### config.mk
export PLATFORM = sky130hd
export DESIGN_NAME = tdma_regfile
export DESIGN_NICKNAME = d
export VERILOG_FILES = /design/src/rtl/tdma_reg_pkg.sv /design/src/rtl/tdma_addr_dec.sv /design/src/rtl/tdma_chan_regs.sv /design/src/rtl/tdma_irq_comb.sv /design/src/rtl/tdma_regfile.sv
export SDC_FILE = /design/constraint.sdc
export NUM_CORES = 1
export LEC_CHECK = 0
export ABC_AREA = 1
export BUFFER_PORTS_ARGS = -buffer_cell sky130_fd_sc_hd__buf_2
export CAP_MARGIN = 25
export CORE_AREA = 2 2 189 191
export CTS_BUF_LIST = sky130_fd_sc_hd__clkbuf_8
export DETAILED_ROUTE_END_ITERATION = 12
export DIE_AREA = 0 0 191 193
export MAX_ROUTING_LAYER = met4
export PLACE_DENSITY = 0.66
export SLEW_MARGIN = 0
export SYNTH_ARGS = -nofsm -noshare
export SYNTH_HDL_FRONTEND = slang
export SYNTH_SLANG_ARGS = --single-unit
### constraint.sdc
create_clock -name clk_i -period 4 [get_ports clk_i]
set_input_delay 0.6 -clock clk_i [delete_from_list [all_inputs] [get_ports clk_i]]
set_output_delay 0.6 -clock clk_i [all_outputs]
set_load 0.1 [all_outputs]
### src/rtl/tdma_reg_pkg.sv
package tdma_reg_pkg;

  localparam int DW = 32;

  typedef enum logic [3:0] {
    SEL_NONE, SEL_CNT, SEL_SRC, SEL_DST, SEL_NXT,
    SEL_CTL, SEL_PRI, SEL_CUR, SEL_MSK, SEL_STS
  } reg_sel_e;

  // offset nibble, address bits 7:4
  localparam logic [3:0] OFS_CNT = 4'h0;
  localparam logic [3:0] OFS_SRC = 4'h1;
  localparam logic [3:0] OFS_DST = 4'h2;
  localparam logic [3:0] OFS_NXT = 4'h3;
  localparam logic [3:0] OFS_CTL = 4'h4;
  localparam logic [3:0] OFS_PRI = 4'h6;
  localparam logic [3:0] OFS_CUR = 4'h7;
  localparam logic [3:0] OFS_MSK = 4'h8;
  localparam logic [3:0] OFS_STS = 4'hA;

  localparam int BIT_EN    = 12;
  localparam int BIT_FETCH = 13;
  localparam int BIT_ACT   = 14;
  localparam int BURST_LO  = 6;
  localparam int SAMPLE_LO = 22;

  localparam logic [DW-1:0] CTRL_WMASK = 32'h01F3_17FC;

  function automatic logic [7:0] burst_bytes(input logic [2:0] code);
    case (code)
      3'd0:    return 8'd4;
      3'd1:    return 8'd8;
      3'd3:    return 8'd16;
      3'd6:    return 8'd32;
      3'd7:    return 8'd64;
      3'd5:    return 8'd128;
      default: return 8'd0;
    endcase
  endfunction

  function automatic logic [5:0] sample_bits(input logic [2:0] code);
    case (code)
      3'd0:    return 6'd8;
      3'd1:    return 6'd12;
      3'd2:    return 6'd16;
      3'd3:    return 6'd20;
      3'd4:    return 6'd24;
      3'd5:    return 6'd32;
      default: return 6'd0;
    endcase
  endfunction

endpackage

### src/rtl/tdma_addr_dec.sv
module tdma_addr_dec
  import tdma_reg_pkg::*;
#(
  parameter int ADDR_W = 8,
  parameter int NUM_CH = 2
) (
  input  logic [ADDR_W-1:0] addr_i,
  output logic [NUM_CH-1:0] ch_hit_o,
  output reg_sel_e          sel_o
);

  logic       hi_zero;
  logic [1:0] ch_idx;
  logic       slot_ok;

  assign hi_zero = ((addr_i >> 8) == '0);
  assign ch_idx  = addr_i[3:2];
  assign slot_ok = hi_zero && (addr_i[1:0] == 2'b00) && (int'(ch_idx) < NUM_CH);

  always_comb begin
    sel_o = SEL_NONE;
    if (slot_ok) begin
      case (addr_i[7:4])
        OFS_CNT: sel_o = SEL_CNT;
        OFS_SRC: sel_o = SEL_SRC;
        OFS_DST: sel_o = SEL_DST;
        OFS_NXT: sel_o = SEL_NXT;
        OFS_CTL: sel_o = SEL_CTL;
        OFS_PRI: sel_o = SEL_PRI;
        OFS_CUR: sel_o = SEL_CUR;
        OFS_MSK: sel_o = SEL_MSK;
        OFS_STS: sel_o = SEL_STS;
        default: sel_o = SEL_NONE;
      endcase
    end
  end

  for (genvar c = 0; c < NUM_CH; c++) begin : g_hit
    assign ch_hit_o[c] = (sel_o != SEL_NONE) && (ch_idx == 2'(c));
  end

endmodule

### src/rtl/tdma_chan_regs.sv
module tdma_chan_regs
  import tdma_reg_pkg::*;
#(
  parameter int CNT_W  = 24,
  parameter int PRIO_W = 4
) (
  input  logic              clk_i,
  input  logic              rst_ni,
  input  logic              wr_i,
  input  reg_sel_e          sel_i,
  input  logic [DW-1:0]     wdata_i,
  input  logic              done_i,
  input  logic              active_i,
  input  logic [DW-1:0]     cur_desc_i,
  output logic [DW-1:0]     rdata_o,
  output logic [CNT_W-1:0]  cnt_o,
  output logic [DW-1:0]     src_o,
  output logic [DW-1:0]     dst_o,
  output logic [DW-1:0]     nxt_o,
  output logic [DW-1:0]     ctrl_o,
  output logic [PRIO_W-1:0] prio_o,
  output logic              enable_o,
  output logic              fetch_o,
  output logic              msk_o,
  output logic              sts_o,
  output logic [7:0]        burst_bytes_o,
  output logic [5:0]        sample_bits_o
);

  logic [CNT_W-1:0]  cnt_q;
  logic [DW-1:0]     src_q, dst_q, nxt_q, ctrl_q;
  logic [PRIO_W-1:0] prio_q;
  logic              msk_q, sts_q, fetch_q;
  logic              sts_clr;

  assign sts_clr = wr_i && (sel_i == SEL_STS) && !wdata_i[0];

  always_ff @(posedge clk_i or negedge rst_ni) begin
    if (!rst_ni) begin
      cnt_q   <= '0;
      src_q   <= '0;
      dst_q   <= '0;
      nxt_q   <= '0;
      ctrl_q  <= '0;
      prio_q  <= '0;
      msk_q   <= 1'b0;
      fetch_q <= 1'b0;
    end else begin
      fetch_q <= 1'b0;
      if (wr_i) begin
        case (sel_i)
          SEL_CNT: cnt_q  <= wdata_i[CNT_W-1:0];
          SEL_SRC: src_q  <= wdata_i;
          SEL_DST: dst_q  <= wdata_i;
          SEL_NXT: nxt_q  <= wdata_i;
          SEL_PRI: prio_q <= wdata_i[PRIO_W-1:0];
          SEL_MSK: msk_q  <= wdata_i[0];
          SEL_CTL: begin
            ctrl_q  <= wdata_i & CTRL_WMASK;
            fetch_q <= wdata_i[BIT_FETCH];
            // disabling a running channel also masks its interrupt
            if (ctrl_q[BIT_EN] && !wdata_i[BIT_EN]) msk_q <= 1'b0;
          end
          default: ;
        endcase
      end
    end
  end

  // completion event outranks a clearing write
  always_ff @(posedge clk_i or negedge rst_ni) begin
    if (!rst_ni)      sts_q <= 1'b0;
    else if (done_i)  sts_q <= 1'b1;
    else if (sts_clr) sts_q <= 1'b0;
  end

  always_comb begin
    rdata_o = '0;
    case (sel_i)
      SEL_CNT: rdata_o[CNT_W-1:0]  = cnt_q;
      SEL_SRC: rdata_o             = src_q;
      SEL_DST: rdata_o             = dst_q;
      SEL_NXT: rdata_o             = nxt_q;
      SEL_PRI: rdata_o[PRIO_W-1:0] = prio_q;
      SEL_CUR: rdata_o             = cur_desc_i;
      SEL_MSK: rdata_o[0]          = msk_q;
      SEL_STS: rdata_o[0]          = sts_q;
      SEL_CTL: begin
        rdata_o          = ctrl_q;
        rdata_o[BIT_ACT] = active_i;
      end
      default: rdata_o = '0;
    endcase
  end

  assign cnt_o         = cnt_q;
  assign src_o         = src_q;
  assign dst_o         = dst_q;
  assign nxt_o         = nxt_q;
  assign ctrl_o        = ctrl_q;
  assign prio_o        = prio_q;
  assign enable_o      = ctrl_q[BIT_EN];
  assign fetch_o       = fetch_q;
  assign msk_o         = msk_q;
  assign sts_o         = sts_q;
  assign burst_bytes_o = burst_bytes(ctrl_q[BURST_LO +: 3]);
  assign sample_bits_o = sample_bits(ctrl_q[SAMPLE_LO +: 3]);

endmodule

### src/rtl/tdma_irq_comb.sv
module tdma_irq_comb #(
  parameter int NUM_CH = 2
) (
  input  logic [NUM_CH-1:0] sts_i,
  input  logic [NUM_CH-1:0] msk_i,
  output logic [NUM_CH-1:0] irq_o,
  output logic              irq_any_o
);

  for (genvar c = 0; c < NUM_CH; c++) begin : g_irq
    assign irq_o[c] = sts_i[c] & msk_i[c];
  end

  assign irq_any_o = |irq_o;

endmodule

### src/rtl/tdma_regfile.sv
module tdma_regfile
  import tdma_reg_pkg::*;
#(
  parameter int NUM_CH = 2,
  parameter int ADDR_W = 8,
  parameter int CNT_W  = 24,
  parameter int PRIO_W = 4
) (
  input  logic                     clk_i,
  input  logic                     rst_ni,
  input  logic                     we_i,
  input  logic [ADDR_W-1:0]        addr_i,
  input  logic [31:0]              wdata_i,
  output logic [31:0]              rdata_o,
  input  logic [NUM_CH-1:0]        done_i,
  input  logic [NUM_CH-1:0]        active_i,
  input  logic [NUM_CH*32-1:0]     cur_desc_i,
  output logic [NUM_CH*CNT_W-1:0]  byte_cnt_o,
  output logic [NUM_CH*32-1:0]     src_addr_o,
  output logic [NUM_CH*32-1:0]     dst_addr_o,
  output logic [NUM_CH*32-1:0]     next_desc_o,
  output logic [NUM_CH*32-1:0]     ctrl_o,
  output logic [NUM_CH*PRIO_W-1:0] prio_o,
  output logic [NUM_CH-1:0]        enable_o,
  output logic [NUM_CH-1:0]        fetch_o,
  output logic [NUM_CH*8-1:0]      burst_bytes_o,
  output logic [NUM_CH*6-1:0]      sample_bits_o,
  output logic [NUM_CH-1:0]        irq_o,
  output logic                     irq_any_o
);

  reg_sel_e          sel;
  logic [NUM_CH-1:0] ch_hit;
  logic [NUM_CH-1:0] sts_vec, msk_vec;
  logic [DW-1:0]     rd_ch [NUM_CH];

  tdma_addr_dec #(.ADDR_W(ADDR_W), .NUM_CH(NUM_CH)) u_dec (
    .addr_i   (addr_i),
    .ch_hit_o (ch_hit),
    .sel_o    (sel)
  );

  for (genvar c = 0; c < NUM_CH; c++) begin : g_ch
    tdma_chan_regs #(.CNT_W(CNT_W), .PRIO_W(PRIO_W)) u_regs (
      .clk_i         (clk_i),
      .rst_ni        (rst_ni),
      .wr_i          (we_i && ch_hit[c]),
      .sel_i         (sel),
      .wdata_i       (wdata_i),
      .done_i        (done_i[c]),
      .active_i      (active_i[c]),
      .cur_desc_i    (cur_desc_i[c*32 +: 32]),
      .rdata_o       (rd_ch[c]),
      .cnt_o         (byte_cnt_o[c*CNT_W +: CNT_W]),
      .src_o         (src_addr_o[c*32 +: 32]),
      .dst_o         (dst_addr_o[c*32 +: 32]),
      .nxt_o         (next_desc_o[c*32 +: 32]),
      .ctrl_o        (ctrl_o[c*32 +: 32]),
      .prio_o        (prio_o[c*PRIO_W +: PRIO_W]),
      .enable_o      (enable_o[c]),
      .fetch_o       (fetch_o[c]),
      .msk_o         (msk_vec[c]),
      .sts_o         (sts_vec[c]),
      .burst_bytes_o (burst_bytes_o[c*8 +: 8]),
      .sample_bits_o (sample_bits_o[c*6 +: 6])
    );
  end

  always_comb begin
    rdata_o = '0;
    for (int c = 0; c < NUM_CH; c++) begin
      if (ch_hit[c]) rdata_o = rdata_o | rd_ch[c];
    end
  end

  tdma_irq_comb #(.NUM_CH(NUM_CH)) u_irq (
    .sts_i     (sts_vec),
    .msk_i     (msk_vec),
    .irq_o     (irq_o),
    .irq_any_o (irq_any_o)
  );

endmodule

* Word-level counts from Yosys, hierarchy flattened
Memory sizes are Yosys's and may differ from the RTL's.
Cells that the tools add are included.
** Operators by class
- Reduce and logical (&&, ||, !) cells :: 38
- Equal/unequal tests :: 32
- Muxes and demuxes :: 26
- Bitwise logic cells :: 3
- Order comparisons :: 1
** Operators with widths (number)
- $pmux 20 s6 :: 2
- $pmux 8 s6 :: 2
- $pmux 8 s5 :: 2
- $pmux 6 s6 :: 2
- $mux 32 :: 2
- $pmux 3 s7 :: 2
- $or 32x32->32 :: 1
- $eq 3x3->1 const B :: 10
- $reduce_and 2->1 :: 12
- $eq 3x2->1 const B :: 6
- $eq 4x3->1 const B :: 4
- $pmux 1 s8 :: 2
- $eq 3x1->1 const B :: 4
- $logic_not 3->1 :: 4
- $logic_and 1x1->1 :: 11
- $mux 1 :: 9
- $eq 4x2->1 const B :: 2
- $eq 4x4->1 const B :: 2
- $reduce_and 3->1 :: 2
- $reduce_bool 2->1 :: 3
- $eq 4x1->1 const B :: 1
- $logic_not 2->1 :: 2
- $mux 4 :: 1
- $ne 2x1->1 const B :: 2
- 7 further kinds :: 10
** Word-level totals
- Input bits :: 111
- Memories kept :: 1
- Output and inout port bits :: 379
- Bits in read-only memories :: 64
- Flip-flop bits (word level) :: 288
- Word-level logic and storage cells :: 119
** Memories
- (name not given) :: depth 16, bits a word 4, read ports 1, clocked after Yosys merged registers in 0, wr ports 0, line tdma_addr_dec.sv:23 : case (addr_i[7:4])

* Longest topological paths before layout
Gate-level depths: netlist of run 1.
- Depth in word-level cells :: 10
- Gate-level depth with buffers :: 15
- Depth with buffers taken out :: 14

* By module
A second synthesis of run 1 with hierarchy kept.
** Second synthesis, totals
- Cells, all modules :: 1960
- Area total of the unflattened synthesis :: 14911.8 µm²
** Modules (own cells, without submodules)
- tdma_chan_regs :: cells an instance 907, sequential area each 3603.5 µm², area an instance 7116.8 µm², instances 2
- tdma_regfile :: cells an instance 108, sequential area each 0.0 µm², area an instance 496.7 µm², instances 1
- tdma_addr_dec :: cells an instance 33, sequential area each 0.0 µm², area an instance 162.7 µm², instances 1
- tdma_irq_comb :: cells an instance 5, sequential area each 0.0 µm², area an instance 18.8 µm², instances 1

* Least setup slack after synthesis of run 1
Ideal clock, no wire load.
- Kind :: register to output
- From :: reg g_ch[0].u_regs.ctrl_q[6]
- To :: out burst_bytes_o[6]
- Setup slack :: 0.117 ns
- Data arrival time :: 3.283 ns
- Required time :: 3.400 ns
- Stages on the path, launching flop included :: 3
- Buffers on the path :: 0
- Cell sequence :: dfrtp_1 inv_1 nor3_1
** On the way
- Longest elaborated chain between the ends :: 2
- Elaborated cells between the ends (all ways) :: 7
- Classes of those cells :: 5 x eq/ne; 1 x mux; 1 x reduce/logical
** Ends and longest elaborated chain
- start: declaration :: line tdma_chan_regs.sv:31 : logic [DW-1:0] src_q, dst_q, nxt_q, ctrl_q;
- start signal: assignment :: line tdma_chan_regs.sv:59 : ctrl_q <= wdata_i & CTRL_WMASK;
- $eq 3x3->1, or another cell as far along :: line tdma_reg_pkg.sv:30 : case (code)
- $pmux 8 s6 * :: line tdma_reg_pkg.sv:30
- end: declaration :: line tdma_regfile.sv:26 : output logic [NUM_CH*8-1:0] burst_bytes_o,
Every way passes the cells marked *; elsewhere a longest branch is shown, timed or not.

* Worst setup path in the final report of run 1
- From :: in addr_i[4]
- To :: out rdata_o[17]
** On the way
- Longest elaborated chain between the ends :: 7
- Elaborated cells between the ends (all ways) :: 16
- Classes of those cells :: 6 x eq/ne; 5 x mux; 1 x bitwise; 3 x reduce/logical; 1 x memory
** Ends and longest elaborated chain
- start: declaration :: line tdma_regfile.sv:12 : input logic [ADDR_W-1:0] addr_i,
- $mem_v2 16x4 *
- $mux 4 * :: line tdma_addr_dec.sv:22 : if (slot_ok) begin
- $eq 4x3->1, or another cell as far along :: line tdma_chan_regs.sv:79 : case (sel_i)
- $pmux 20 s6 / $logic_and 1x1->1 (equally long branches) :: line tdma_chan_regs.sv:79, tdma_addr_dec.sv:39
- $mux 32 :: line tdma_regfile.sv:72 : if (ch_hit[c]) rdata_o = rdata_o | rd_ch[c];
- $or 32x32->32 :: line tdma_regfile.sv:72
- $mux 32 * :: line tdma_regfile.sv:72
- end: declaration :: line tdma_regfile.sv:14 : output logic [31:0] rdata_o,
Marks and branches as above.

==> reports/results.txt, run 1 <==
Top-area cell type share of the netlist area -> 0.501
WP data arrival -> 3050 ps
DR iter-0 viols -> 1275
WL/cell -> 20.1 um
Clock Pin Slew Worst Setup and Hold Paths -> 60 ps
CTS tree -> yes
Fin util -> 0.532
Post-synthesis sequential area ratio -> 0.501
Vias -> 15100
DIE AREA -> 36900 um2
Nets -> 2455
GR Overflow Total -> 0
DRC viols -> 0
Fin crit share -> 0.912
CTS resizes -> 0
Synth top area cells -> dfrtp_1 50%, nand2_1 17%, o21ai_0 5.9%
Starting Density -> 0.411
Pwr dens -> 365 nW/um2
Final Hold Vio Count -> 0
Crit path kind -> in -> out
HPWL after detailed placement -> 40.0 mm
Required time at the worst-slack endpoint -> 3400 ps
Crit path launch type -> input pin
IO buf count -> 451
Max_slew headroom -> 0.421
Pin count of the biggest net entering global routing -> 110
Status -> complete, no violations
Sw frac -> 0.319
Unique cell type count in the Yosys netlist -> 25
FF+latch count, synth -> 288
Met3 Wirelength -> 5.22 mm
Clock Sinks -> 288
GR Util All Layers -> 0.315
Crit-path max FO -> 17
Setup Skew -> 19.7 ps
Antenna violations before repair -> 3
Synthesized area -> 14400 um2
Drt pass-1 iters -> 5
Max-Cap Viols -> 0
Setup tns final -> 0 ps
Root buffer cell -> clkbuf_8
DRT Wirelength -> 57.2 mm
Met1 WL -> 22.0 mm
Min-Delay Path Class -> in -> async
CTS Buffer Depth -> 3
H-tree depth -> 2
Core Box Area -> 35000 um2
Final setup viols -> 0
Highest Signal Layer -> met4
IO Pins -> 490
Layout Area Growth over Synthesis -> 29.5%
Clock network fraction of total power -> 0.404
Max Freq -> 274 MHz
Worst Tran Pin Value -> 869 ps
Min Tclk post-route -> 3650 ps
Fill count -> 3402
Flop pwr share -> 0.446
Cells after Synth -> 1914
Net Sw Power -> 2.17 mW
Met2 Wirelength -> 27.6 mm
Post-CTS Setup Bufs -> 0
Syn. warnings -> 0
Setup crit end kind -> output port
Gate power share -> 0.150
Worst skew pair latency -> 560 ps
Routability Congestion -> 0.921
Final Max Tran Viols -> 0
Num CTS Buffers -> 49
Area leader, netlist -> dfrtp_1
Share of cells above drive strength 1 -> 0.255
Syn_area_per_cell -> 7.51 um2
Vias in the first global route -> 14100
P_int -> 4.63 mW
Hold buffer count at cts -> 0
Chip width -> 191 um
RSZ-0062 raised after global routing -> false
Pleak -> 10.1 nW
Die height -> 193 um
Cell Rows -> 69
First-pass GRT wire length -> 85.5 mm
Via-per-instance ratio -> 5.32
VDD IR max -> 0.000231 V
Antenna Nets Post-Route -> 0
metal layers:
metal / track usage / up-vias
met5: - / -
met4: 0.130 / 0
met3: 0.0648 / 138
met2: 0.512 / 812
met1: 0.383 / 7137
li1: - / 7019
cells by family after synthesis:
kind of cell / after synthesis / share of synthesized area
simple gates: 1016 / 0.295
compound gates: 328 / 0.115
flops: 288 / 0.501
buf+inv: 280 / 0.0876
fa+ha+maj: 1 / 0.000870
other cells: 1 / 0.000261
synth_stat cells, drive strengths merged:
library cell and instances:
conb 1, dfrtp 288, and2 1, nor3 17
o21a 1, clkbuf 69, ha 1, o21bai 2
o21ai 303, inv 117, nor2 139, nand2 654
nand4 86, clkinv 1, nand3 119, buf 93
a21oi 22
metrics by stage:
step	setup slack (ps)	hold WS, ps	std cells	area, um2	power [mW]
after CTS	386	120	2838	18600	6.85
after floorplan	117	304	1951	14500	3.83
final	352	94.3	2841	18600	6.80
after global placement	414	487	2753	17600	4.10
after global routing	234	139	2841	18600	7.04
after detailed placement	387	494	2753	17600	4.10
critical path: stages:
cell and delay [ps]:
buf_2 110, inv_2 40, ha_1 290, o21ai_0 380, nand2_4 210, buf_4 260
nand3_2 320, buf_4 250, nor2_1 50, a21oi_1 120, nand2_1 70, nand2_1 50
nand2_1 100, buf_12 180
power by group through the flow:
stage | combinational [mW] | sequential (mW) | clock [mW]
2_1_floorplan | 0.327 | 3.51 | 0
3_3_place_gp | 1.01 | 3.08 | 0
3_5_place_dp | 1.02 | 3.08 | 0
4_1_cts | 1.02 | 3.03 | 2.80
5_1_grt | 1.07 | 3.04 | 2.93
6_report | 1.02 | 3.03 | 2.75
final timing paths:
check | startpoint | to | slack [ps] | cells after the start
max | addr_i[4] | rdata_o[17] | 350 | 14
min | rst_ni | g_ch[1].u_regs.cnt_o[6]$_DFFE_PN0P_ | 90 | 1
max reg2reg | g_ch[1].u_regs.ctrl_o[12]$_DFFE_PN0P_ | g_ch[1].u_regs.msk_o$_DFFE_PN0P_ | 2700 | 5
min reg2reg | g_ch[1].u_regs.dst_o[20]$_DFFE_PN0P_ | g_ch[1].u_regs.dst_o[20]$_DFFE_PN0P_ | 510 | 2
max in group asynchronous | rst_ni | g_ch[0].u_regs.ctrl_o[3]$_DFFE_PN0P_ | 2920 | 2
min in group clk_i | done_i[0] | g_ch[0].u_regs.sts_o$_DFFE_PN0P_ | 250 | 2
cells in the final DEF, fill, tap and decap left out, drive strengths merged:
master    count
a21oi        22
and2          1
buf         503
bufinv        2
clkbuf       62
clkinv        5
clkinvlp      3
conb         38
dfrtp       288
diode         3
ha            1
inv         131
nand2       654
nand3       119
nand4        86
nor2        139
nor3         17
o21a          1
o21ai       303
o21bai        2
layout make-up:
cell class                 instances  area (um2)  area share
tap                              461         577      0.0310
antenna                            3        7.51    0.000403
clock buffer                      62         853      0.0459
inverter                         118         443      0.0238
multi-input combinational       1383        6120       0.329
sequential                       288        7210       0.387
timing repair buffer             503        3240       0.174
clock inverter                    23         163     0.00874
sequential cells by signal, summed over array words and instances, names as in the netlist:
register,count
g_ch.u_regs.nxt_o,64
g_ch.u_regs.sts_o,2
g_ch.u_regs.src_o,64
g_ch.u_regs.cnt_o,48
g_ch.u_regs.fetch_o,2
g_ch.u_regs.msk_o,2
g_ch.u_regs.dst_o,64
g_ch.u_regs.prio_o,8
g_ch.u_regs.ctrl_o,34
No activity file was read; power rests on OpenSTA's default activity.
==> inputs of run 2 (changes only) <==
Settings changed: ABC_AREA 1 to unset.
==> run 2 against run 1 <==
Against the previous run:
- critical path type unchanged
- sequential power fell by 2%
- first-iteration DRC count decreased by 44%
- wire length shrank 0.49%
- via count is 18% lower
- sequential share of layout area down 1.5 points
- sequential cell count unchanged
- final cell count shrank 24%
- register-to-register slack worse by 300 ps
==> reports/results.txt, run 2 <==
Crit path kind -> in -> out
Syn. warnings -> 0 (unchanged)
Core Box Area -> 35000 um2 (unchanged)
DRC viols -> 0 (unchanged)
Antenna Nets Post-Route -> 0 (unchanged)
Most common cell after layout, fill and taps aside -> buf_2
Routability Congestion -> 0.878 (-4.6%)
Setup tns final -> 0 ps (unchanged)
Hold_ws -> 55.7 ps (-38.6 ps)
Fin crit share -> 0.956 (+0.0444)
Num CTS Buffers -> 49 (unchanged)
Count leader, synth -> mux2_2
GR Util All Layers -> 0.313 (-0.00192)
Crit path launch type -> input pin
DIE AREA -> 36900 um2 (unchanged)
Pin count of the biggest net entering global routing -> 96 (-13%)
Vias in the first global route -> 12500 (-11%)
Worst Tran Pin Value -> 797 ps (-71.7 ps)
Main flop type after synthesis -> dfrtp_1
Root buffer cell -> clkbuf_8
Required time at the worst-slack endpoint -> 3400 ps (about the same)
Die height -> 193 um (unchanged)
CTS tree -> yes
GR Overflow Total -> 0 (unchanged)
Layout Area Growth over Synthesis -> 34.0%
DRT Wirelength -> 56.9 mm (-0.49%)
Pwr dens -> 338 nW/um2 (-7.6%)
Starting Density -> 0.413 (+0.00183)
Drt pass-1 iters -> 5 (unchanged)
First-pass GRT wire length -> 82.0 mm (-4.2%)
Commonest cells post-synth -> 316 x mux2_2, 288 x dfrtp_1, 82 x nand2_1
Crit-path max FO -> 19 (+2)
Synthesized area -> 14400 um2 (+0.44%)
Max_slew headroom -> 0.461 (+0.0403)
Overall power -> 6.53 mW (-4.0%)
Final setup margin -> 174 ps (-178 ps)
Unique cell type count in the Yosys netlist -> 55 (+120%)
WP data arrival -> 3230 ps (+180 ps)
Status -> complete, no violations
Via-per-instance ratio -> 5.71 (+7.3%)
Hold buffer count at cts -> 0 (unchanged)
Cells after Synth -> 1190 (-38%)
Final Hold Vio Count -> 0 (unchanged)
Min Tclk post-route -> 3830 ps (+178 ps)
Design area -> 19300 um2 (+3.9%)
Antenna violations before repair -> 1 (-2)
Clock Sinks -> 288 (unchanged)
Most used routing layer in global routing -> met2
Chip width -> 191 um (unchanged)
HPWL after detailed placement -> 40.0 mm (about the same)
Min-Delay Path Class -> in -> async
Setup crit end kind -> output port
Max-Cap Viols -> 0 (unchanged)
RSZ-0062 raised after global routing -> false
Worst skew pair latency -> 590 ps (+30 ps)
Syn_area_per_cell -> 12.1 um2 (+62%)
Top-area cell type share of the netlist area -> 0.499 (-0.00222)
Placed cell area -> 18300 um2 (+4.2%)
Vias -> 12300 (-18%)
Pleak -> 10.1 nW (+0.13%)
Synth top area cells -> dfrtp_1 50%, mux2_2 25%, buf_4 2.3%
Share of cells above drive strength 1 -> 0.570 (+0.315)
H-tree depth -> 2 (unchanged)
Most frequent cells in the layout -> 418 x buf_2, 316 x mux2_2, 288 x dfrtp_1
DR iter-0 viols -> 711 (-44%)
Max Freq -> 261 MHz (-4.6%)
Area leader, netlist -> dfrtp_1
Pre-CTS setup slack -> 117 ps (-270 ps)
Met2 Use GR -> 0.499 (-0.0130)
Final Max Tran Viols -> 0 (unchanged)
WL/cell -> 26.4 um (+31%)
Global-route met3 utilization -> 0.0565 (-0.00833)
FF+latch count, synth -> 288 (unchanged)
Final setup viols -> 0 (unchanged)
Post-synth EDFFs -> 0 (unchanged)
Clock Pin Slew Worst Setup and Hold Paths -> 60 ps (about the same)
M1 GR Usage -> 0.394 (+0.0110)
VDD IR max -> 0.000224 V (-3.1%)
IO Pins -> 490 (unchanged)
Setup Skew -> 6.24 ps (-13.5 ps)
Nets -> 1772 (-28%)
Synth async-reset ratio -> 1.00 (unchanged)
Cell Rows -> 69 (unchanged)
IO buf count -> 451 (unchanged)
CTS Buffer Depth -> 3 (unchanged)
Post-synthesis sequential area ratio -> 0.499 (-0.00222)
run 2: cells by family after synthesis:
logic type	Yosys count	share of synthesized area
multiplexers	347	0.268
flip-flops	288	0.499
AO/OA/AOI/OAI	214	0.107
AND/OR/NAND/NOR	190	0.0696
buffers and inverters	149	0.0546
adder cells (fa/ha/maj)	1	0.000867
other	1	0.000260
run 2: worst max-delay path, stage by stage:
cell and delay, ps:
buf_2 150, or4_1 730, nor3_4 320, nor2_4 110, buf_12 190, mux2_2 280
a222oi_1 490, o22ai_4 150, buf_12 190
run 2: worst paths after layout:
kind / from / to / slack (ps) / cells after the start
max: addr_i[7] / rdata_o[29] / 170 / 9
min: rst_ni / g_ch[0].u_regs.ctrl_o[6]$_DFFE_PN0P_ / 60 / 1
max reg2reg: g_ch[0].u_regs.ctrl_o[12]$_DFFE_PN0P_ / g_ch[0].u_regs.msk_o$_DFFE_PN0P_ / 2400 / 3
min reg2reg: g_ch[0].u_regs.dst_o[6]$_DFFE_PN0P_ / g_ch[0].u_regs.dst_o[6]$_DFFE_PN0P_ / 510 / 1
max in group asynchronous: rst_ni / g_ch[0].u_regs.cnt_o[8]$_DFFE_PN0P_ / 3040 / 2
min in group clk_i: done_i[0] / g_ch[0].u_regs.sts_o$_DFFE_PN0P_ / 220 / 2
run 2: per-stage QoR:
step,utilization,instances
final,0.553,2158
after CTS,0.553,2156
after global placement,0.524,2068
after floorplan,-,1227
after detailed placement,0.524,2069
after global routing,0.553,2158
run 2: what timing repair did:
action / in CTS / in global routing
setup endpoints to repair: 0 / 4
setup buffers: 0 / 1
resized for setup: 0 / 0
run 2: final cells by class:
cell class,instances,area [um2]
antenna,1,2.50
tap,461,577
sequential,288,7210
clock inverter,24,138
inverter,6,22.5
multi-input combinational,790,7030
fill,3023,15600
clock buffer,63,867
timing repair buffer,525,3490
run 2: metal layers:
layer	vias to the layer above	share of wire
li1	5320	-
met1	6229	0.42
met2	631	0.47
met3	137	0.070
met4	0	0.039
met5	-	0
run 2: power by group:
part | switching [mW] | total (mW) | internal (mW)
combinational | 0.696 | 0.855 | 0.159
clock | 1.22 | 2.70 | 1.48
sequential | 0.0284 | 2.97 | 2.95
